===== config.mk =====
export PLATFORM = sky130hd
export DESIGN_NAME = rst_ctrl_bank
export DESIGN_NICKNAME = d
export VERILOG_FILES = /design/src/rtl/rcb_pkg.sv /design/src/rtl/rcb_core_pair_reg.sv /design/src/rtl/rcb_dev_reg.sv /design/src/rtl/rst_ctrl_bank.sv
export SDC_FILE = /design/constraint.sdc
export NUM_CORES = 1
export LEC_CHECK = 0
export CELL_PAD_IN_SITES_DETAIL_PLACEMENT = 0
export CELL_PAD_IN_SITES_GLOBAL_PLACEMENT = 1
export CORE_AREA = 2 2 120 122
export CTS_CLUSTER_DIAMETER = 150
export DETAILED_ROUTE_END_ITERATION = 8
export DIE_AREA = 0 0 122 124
export PLACE_DENSITY = 0.72
export SLEW_MARGIN = 5
export SYNTH_ARGS = -nofsm -noshare
export SYNTH_HDL_FRONTEND = slang
export SYNTH_SLANG_ARGS = --single-unit
export TNS_END_PERCENT = 10

===== constraint.sdc =====
create_clock -name clk -period 1.6 [get_ports clk]
set_clock_uncertainty 0.1 [all_clocks]
set_input_delay 0.32 -clock clk [delete_from_list [all_inputs] [get_ports clk]]
set_output_delay 0.32 -clock clk [all_outputs]
set_load 0.02 [all_outputs]

===== src/rtl/rcb_pkg.sv =====
package rcb_pkg;
  localparam int REG_W        = 32;
  localparam int CPU_BASE     = 0;
  localparam int NUM_CPU_REGS = 5;
  localparam int NUM_CORES    = 2 * NUM_CPU_REGS;
  localparam int DMA_A_WORD   = 6;
  localparam int DMA_B_WORD   = 7;
  localparam int UART_BASE    = 8;
  localparam int NUM_UART     = 2;
  localparam int MAC_BASE     = 10;
  localparam int NUM_MAC      = 2;
  localparam int USB_BASE     = 12;
  localparam int NUM_USB      = 2;
  localparam int CAN_BASE     = 16;
  localparam int NUM_CAN      = 4;
  localparam int SPARE_WORD   = 20;
  localparam int NUM_PER      = NUM_UART + NUM_MAC + NUM_USB + NUM_CAN;

  localparam logic [REG_W-1:0] CPU_RST_VAL = 32'h0001_0303;
  localparam logic [REG_W-1:0] CPU_RSVD    = 32'hFFFE_FCFC;

  // Word address of peripheral target i in the flat peripheral index.
  function automatic int per_word(input int i);
    if (i < NUM_UART)                          return UART_BASE + i;
    else if (i < NUM_UART + NUM_MAC)           return MAC_BASE + (i - NUM_UART);
    else if (i < NUM_UART + NUM_MAC + NUM_USB) return USB_BASE + (i - NUM_UART - NUM_MAC);
    else                                       return CAN_BASE + (i - NUM_UART - NUM_MAC - NUM_USB);
  endfunction
endpackage


===== src/rtl/rcb_core_pair_reg.sv =====
module rcb_core_pair_reg #(
  parameter int              W       = 32,
  parameter logic [W-1:0]    RST_VAL = '0,
  parameter logic [W-1:0]    RSVD    = '0
) (
  input  logic         clk,
  input  logic         rst,
  input  logic         we,
  input  logic [W-1:0] wdata,
  output logic [W-1:0] q,
  output logic [1:0]   off_stb,
  output logic [1:0]   on_stb
);
  always_ff @(posedge clk) begin
    if (rst) begin
      q       <= RST_VAL;
      off_stb <= 2'b00;
      on_stb  <= 2'b00;
    end else begin
      off_stb <= we ? (wdata[1:0] & ~q[1:0]) : 2'b00;
      on_stb  <= we ? (~wdata[1:0] & q[1:0]) : 2'b00;
      if (we) q <= wdata & ~RSVD;
    end
  end
endmodule


===== src/rtl/rcb_dev_reg.sv =====
module rcb_dev_reg #(
  parameter int   FANOUT  = 1,
  parameter logic RST_VAL = 1'b1
) (
  input  logic              clk,
  input  logic              rst,
  input  logic              we,
  input  logic              wbit,
  output logic              q,
  output logic [FANOUT-1:0] lvl,
  output logic [FANOUT-1:0] stb
);
  logic stb_r;

  always_ff @(posedge clk) begin
    if (rst) begin
      q     <= RST_VAL;
      stb_r <= 1'b0;
    end else begin
      stb_r <= we && (wbit != q);
      if (we) q <= wbit;
    end
  end

  // One flop per register; replication happens after the flop.
  assign lvl = {FANOUT{q}};
  assign stb = {FANOUT{stb_r}};
endmodule


===== src/rtl/rst_ctrl_bank.sv =====
module rst_ctrl_bank
  import rcb_pkg::*;
#(
  parameter int ADDR_W   = 5,
  parameter int DMA_A_CH = 4,
  parameter int DMA_B_CH = 8
) (
  input  logic                 clk,
  input  logic                 rst,
  input  logic                 bus_we,
  input  logic                 bus_re,
  input  logic [ADDR_W-1:0]    bus_addr,
  input  logic [REG_W-1:0]     bus_wdata,
  output logic [REG_W-1:0]     bus_rdata,
  output logic                 bus_rvalid,
  output logic [NUM_CORES-1:0] core_hold,
  output logic [NUM_CORES-1:0] core_off_stb,
  output logic [NUM_CORES-1:0] core_restart_stb,
  output logic [NUM_PER-1:0]   per_rst,
  output logic [NUM_PER-1:0]   per_stb,
  output logic [DMA_A_CH-1:0]  dma_a_rst,
  output logic [DMA_A_CH-1:0]  dma_a_stb,
  output logic [DMA_B_CH-1:0]  dma_b_rst,
  output logic [DMA_B_CH-1:0]  dma_b_stb
);
  logic [REG_W-1:0] cpu_q [NUM_CPU_REGS];
  logic [NUM_PER-1:0] per_q;
  logic dma_a_q, dma_b_q, spare_q;
  logic [REG_W-1:0] rd_val;

  // Core-pair registers
  for (genvar k = 0; k < NUM_CPU_REGS; k++) begin : g_cpu
    logic we_k;
    assign we_k = bus_we && (bus_addr == ADDR_W'(CPU_BASE + k));
    rcb_core_pair_reg #(.W(REG_W), .RST_VAL(CPU_RST_VAL), .RSVD(CPU_RSVD)) u_reg (
      .clk     (clk),
      .rst     (rst),
      .we      (we_k),
      .wdata   (bus_wdata),
      .q       (cpu_q[k]),
      .off_stb (core_off_stb[2*k +: 2]),
      .on_stb  (core_restart_stb[2*k +: 2])
    );
    assign core_hold[2*k +: 2] = cpu_q[k][1:0];
  end

  // Single-target peripheral registers
  for (genvar i = 0; i < NUM_PER; i++) begin : g_per
    logic we_i;
    assign we_i = bus_we && (bus_addr == ADDR_W'(per_word(i)));
    rcb_dev_reg #(.FANOUT(1), .RST_VAL(1'b1)) u_reg (
      .clk  (clk),
      .rst  (rst),
      .we   (we_i),
      .wbit (bus_wdata[0]),
      .q    (per_q[i]),
      .lvl  (per_rst[i +: 1]),
      .stb  (per_stb[i +: 1])
    );
  end

  // DMA group registers
  rcb_dev_reg #(.FANOUT(DMA_A_CH), .RST_VAL(1'b1)) u_dma_a (
    .clk  (clk),
    .rst  (rst),
    .we   (bus_we && (bus_addr == ADDR_W'(DMA_A_WORD))),
    .wbit (bus_wdata[0]),
    .q    (dma_a_q),
    .lvl  (dma_a_rst),
    .stb  (dma_a_stb)
  );

  rcb_dev_reg #(.FANOUT(DMA_B_CH), .RST_VAL(1'b1)) u_dma_b (
    .clk  (clk),
    .rst  (rst),
    .we   (bus_we && (bus_addr == ADDR_W'(DMA_B_WORD))),
    .wbit (bus_wdata[0]),
    .q    (dma_b_q),
    .lvl  (dma_b_rst),
    .stb  (dma_b_stb)
  );

  // Spare storage word: no target
  always_ff @(posedge clk) begin
    if (rst) spare_q <= 1'b1;
    else if (bus_we && (bus_addr == ADDR_W'(SPARE_WORD))) spare_q <= bus_wdata[0];
  end

  // Read decode
  always_comb begin
    rd_val = '0;
    for (int k = 0; k < NUM_CPU_REGS; k++)
      if (bus_addr == ADDR_W'(CPU_BASE + k)) rd_val = cpu_q[k];
    for (int i = 0; i < NUM_PER; i++)
      if (bus_addr == ADDR_W'(per_word(i))) rd_val = {{(REG_W-1){1'b0}}, per_q[i]};
    if (bus_addr == ADDR_W'(DMA_A_WORD)) rd_val = {{(REG_W-1){1'b0}}, dma_a_q};
    if (bus_addr == ADDR_W'(DMA_B_WORD)) rd_val = {{(REG_W-1){1'b0}}, dma_b_q};
    if (bus_addr == ADDR_W'(SPARE_WORD)) rd_val = {{(REG_W-1){1'b0}}, spare_q};
  end

  always_ff @(posedge clk) begin
    if (rst) begin
      bus_rdata  <= '0;
      bus_rvalid <= 1'b0;
    end else begin
      bus_rvalid <= bus_re;
      if (bus_re) bus_rdata <= rd_val;
    end
  end
endmodule


After elaboration in Yosys (flattened, before gate mapping)
Cells that the tools add are included.

Add/sub/neg operators: 0. Multiply operators: 0. Div/mod/pow operators: 0. Magnitude comparators: 0. Equal/unequal tests: 29. Shift operators: 0. Muxes and demuxes: 18. Bitwise logic cells: 21. Reductions and logical operators: 36.

Operator list (count): $mux W32 (17); $eq A5 B4 Y1 const B (6); $logic_and A1 B1 Y1 (30); $eq A5 B5 Y1 const B (5); $and A2 B2 Y2 (10); $mux W17 (1); $eq A5 B3 Y1 const B (3); $ne A1 B1 Y1 (12); $not A2 Y2 (6); $eq A5 B2 Y1 const B (2); $reduce_or A2 Y1 (5); $eq A5 B1 Y1 const B (1); $logic_not A5 Y1 (1); $not A1 Y1 (5).

Bits in registers: 103. Latch bits: 0. Bits in writable memories: 0. Bits in read-only memories: 0. Bits of input ports: 41. Output and inout bits: 107. Word-level logic and storage cells: 146. Memories: 0.

Depth between registers and ports, before layout
Depth after elaboration: 19. Depth in mapped cells: 8. Depth with buffers taken out: 5.

Hierarchy
Synthesis repeated with hierarchy kept, for this count alone.

Cell total of the unflattened synthesis: 653. Area total of the unflattened synthesis: 6064.6 µm².

By module, submodules not included: rcb_core_pair_reg (times used 5, cells an instance 53, area each 503.0 µm², sequential area each 180.2 µm²); rst_ctrl_bank (times used 1, cells an instance 282, area each 2378.5 µm², sequential area each 680.7 µm²); rcb_dev_reg (g_per[0].u_reg ...) (times used 10, cells an instance 7, area each 83.8 µm², sequential area each 40.0 µm²); rcb_dev_reg (u_dma_b) (times used 1, cells an instance 22, area each 196.4 µm², sequential area each 40.0 µm²); rcb_dev_reg (u_dma_a) (times used 1, cells an instance 14, area each 136.4 µm², sequential area each 40.0 µm²).

Least setup slack after synthesis
No wires, ideal clock.

Path type: input -> register. From: input bus_addr[2]. To: register g_cpu[2].u_reg.q[0]. Setup time: 0.129 ns. Arrival: 1.469 ns. Data required time: 1.371 ns. Setup slack: -0.098 ns. Stages: 6. Path buffers: 2. Cell sequence: buf_4 -> or3_1 -> buf_4 -> nor2_4 -> mux2i_1 -> nand2_1.

Cells in the longest elaborated chain, start to end: 2.

Ends and longest elaborated chain: start, declared (RTL line rst_ctrl_bank.sv:12) `input logic [ADDR_W-1:0] bus_addr,`; $eq A5 B2 Y1 (RTL line rst_ctrl_bank.sv:34) `assign we_k = bus_we && (bus_addr == ADDR_W'(CPU_BASE + k));`; $logic_and A1 B1 Y1 (RTL line rst_ctrl_bank.sv:34); end signal, assigned (RTL line rcb_core_pair_reg.sv:22) `if (we) q <= wdata & ~RSVD;`; end, declared (RTL line rcb_core_pair_reg.sv:10) `output logic [W-1:0] q,`.

No other way between the ends. A chain may end at the register's enable or synchronous reset.

Worst setup path in the final report
From: register u_dma_a.q. To: output dma_a_rst[3].

RTL lines: start, declared (RTL line rcb_dev_reg.sv:9) `output logic q,`; start signal, assigned (RTL line rcb_dev_reg.sv:21) `if (we) q <= wbit;`; end, declared (RTL line rst_ctrl_bank.sv:21) `output logic [DMA_A_CH-1:0] dma_a_rst,`.

No word-level cell between the ends.

==> metrics <==
ratio of cells with drive above 1 in the final layout 0.2186; CTS tree built; Via density approximately 4.5; Seq. cell area approximately 0.0015 mm^2; Cell Count, Final, Fillers Out between 700 and 800; CP required ~1.2 ns; Worst path slowest cell dfxtp_1; initial DRC count about 190; # IOs 148; core area about 0.014 mm^2; Mapped Area ~0.0038 mm^2; Worst Path Buf+Inv 1; GP Congestion 0.8817; fin crit period 1.571 ns; Cell Area, Placed ~0.005 mm^2; Final period util 0.9817; largest net degree at the start of global routing 26; post-layout instance area 0.005261 mm^2; total CTS buffers 9; Leak Pwr 2.289 nW; hpwl dp ~8.4 mm; classification of the worst setup path flip-flop to output pin; antenna violations before repair 0; clock root cell clkbuf_16; PortBufs 93; post-placement cell count just over 700; Synth Area per Inst about 8.6 um^2; total vias in the final route between 3000 and 4000; Clock Sink Count 76; first-pass GRT wire length 17.48 mm; Detail Route Antenna Nets 0; clock latency at the later pin of the worst-skew pair roughly 0.34 ns; data arrival time of the critical path around 1.2 ns; Worst path max stage delay between 0.4 and 0.5 ns; die area about 0.015 mm^2; DR DRC count 0; RSZ-0062 raised after global routing yes; DRT Wirelength around 11 mm; PD cells around 890 mW/mm^2; synthesized instance count roughly 440; CP delay by family, top flip-flops; Max Slew Vio Count 0; Starting Density 0.2762; worst-path cell chain dlygate4sd2_1; max-cap violations 0; CP max FO 7; dpl ws -0.6893 ns; GRT Util Overall 0.1512; Unique masters post-synth 48; area growth from synthesis to layout 38.87%; synthesized flop and latch total 76; grt total ovfl 0; row cnt 43; Final Setup Violations 0; Multi-input gate area around 0.0017 mm^2; drt pass-1 iters 4; H-tree depth 3; Max Buffers Root-to-Sink 2; Filler cells approximately 1400; clock slew at reported path FFs 0.06 ns; Final Util 0.3835; Worst Hold Class flip-flop to flip-flop; Hold WS 0.3649 ns; status completed; Async SR Flop Fraction 0; sequential fraction of the synthesis area 0.4016; Die Ht approximately 120 um; Ant. Diodes 0; final hold violations 0; Post-synth EDFFs 0; vias in the first global route between 3000 and 4000; Max Clk Rate around 640 MHz; die width around 120 um; maximum VDD drop 0.0004679 V; Setup crit end kind output pin; Top FF cell, synth dfxtp_1; Synth Warn # 0; PnR worst setup slack roughly 0.029 ns; crit path launch type flip-flop; Final TNS setup 0 ns; WL/cell approximately 15 um; final net count slightly below 600; total power between 4 and 5 mW
## sequential cells by signal (all words and copies together), names as in the netlist, 5 cells and up
register / flops
g_per.u_reg.lvl: 10
g_cpu.u_reg.off_stb: 10
bus_rdata: 5
g_cpu.u_reg.on_stb: 10
g_cpu.u_reg.q: 25
g_per.u_reg.stb: 10
## per-layer routing
layer | GRT usage | vias up | wire (um)
met5 | 0 | - | 0
met4 | 0.05603 | 0 | 145
met3 | 0.03342 | 13 | 764
met2 | 0.2500 | 110 | 5411
met1 | 0.1932 | 1562 | 4973
li1 | - | 1630 | -
## power by group
part | internal (mW) | switching, mW
registers | 1.91 | 0.0142
logic | 0.220 | 0.314
clock network | 1.39 | 0.860
## cell usage in the layout (no fill, tap or decap), drive strengths merged, types with 4 or more instances in the layout
cell | synthesis | layout
nor2 | 27 | 27
nor2b | 5 | 5
nor3 | 16 | 16
inv | 4 | 7
o21ai | 17 | 17
nor3b | 4 | 4
and3 | 10 | 10
buf | 93 | 82
dfxtp | 76 | 76
nor4 | 9 | 9
conb | 1 | 27
nand3 | 23 | 23
a21oi | 7 | 7
o211ai | 5 | 5
dlygate4sd2 | 0 | 80
clkbuf | 9 | 13
clkdlybuf4s50 | 0 | 7
mux2i | 17 | 17
or3 | 5 | 5
xnor2 | 12 | 12
nand2 | 66 | 66
## Yosys cell counts, drive strengths merged, types with 3 or more instances
library cell / n / area (um^2)
a22oi: 3 / 22.52
clkbuf: 9 / 33.78
xnor2: 12 / 105.1
nor4: 9 / 56.30
nand3: 23 / 115.1
o211ai: 5 / 37.54
o21ai: 17 / 85.08
nand2: 66 / 247.7
nor2: 27 / 128.9
a32o: 3 / 30.03
and3: 10 / 62.56
a31oi: 3 / 18.77
mux2i: 17 / 170.2
nor3: 16 / 80.08
or3: 5 / 31.28
inv: 4 / 15.01
nand2b: 3 / 18.77
nor2b: 5 / 31.28
dfxtp: 76 / 1521
a21oi: 7 / 35.03
nor3b: 4 / 30.03
buf: 93 / 679.4
## cell families after synthesis
logic type | count (synthesis) | share of synthesized area
AOI/OAI and AO/OA | 50 | 0.08917
xor gates and xnor gates | 12 | 0.02774
buffers and inverters | 106 | 0.1922
DFF | 76 | 0.4016
muxes | 18 | 0.05086
other | 1 | 0.0009898
and+or+nand+nor | 180 | 0.2375
## timing repair
action,CTS,global route
endpoints found under the setup margin,151,39
resized for setup,103,14
pin swaps,4,4
buffers inserted,4,4
gates cloned,1,0
hold buffers,0,0
## cell type report
class / count / area share
repair buffers: 175 / 0.2832
inverters: 4 / 0.002854
clock inverters: 6 / 0.01807
clock buffers: 10 / 0.04352
flip-flops and latches: 76 / 0.2897
well taps: 180 / 0.04281
multi-input cells: 287 / 0.3199
## final timing paths
| kind | cells after the start | from | slack (ns) | endpoint |
|---|---|---|---|---|
| setup / recovery | 1 | u_dma_a.q$_SDFFE_PP1P_ | 0.03 | dma_a_rst[3] |
| hold / removal | 2 | g_cpu[4].u_reg.q[8]$_SDFFE_PP1P_ | 0.36 | g_cpu[4].u_reg.q[8]$_SDFFE_PP1P_ |
| setup reg to reg | 5 | g_cpu[2].u_reg.q[0]$_SDFFE_PP1P_ | 0.04 | bus_rdata[0]$_SDFFE_PP0P_ |
| hold reg to reg | 2 | g_cpu[4].u_reg.q[8]$_SDFFE_PP1P_ | 0.36 | g_cpu[4].u_reg.q[8]$_SDFFE_PP1P_ |
Note: power is estimated with default switching activity, not from simulation.
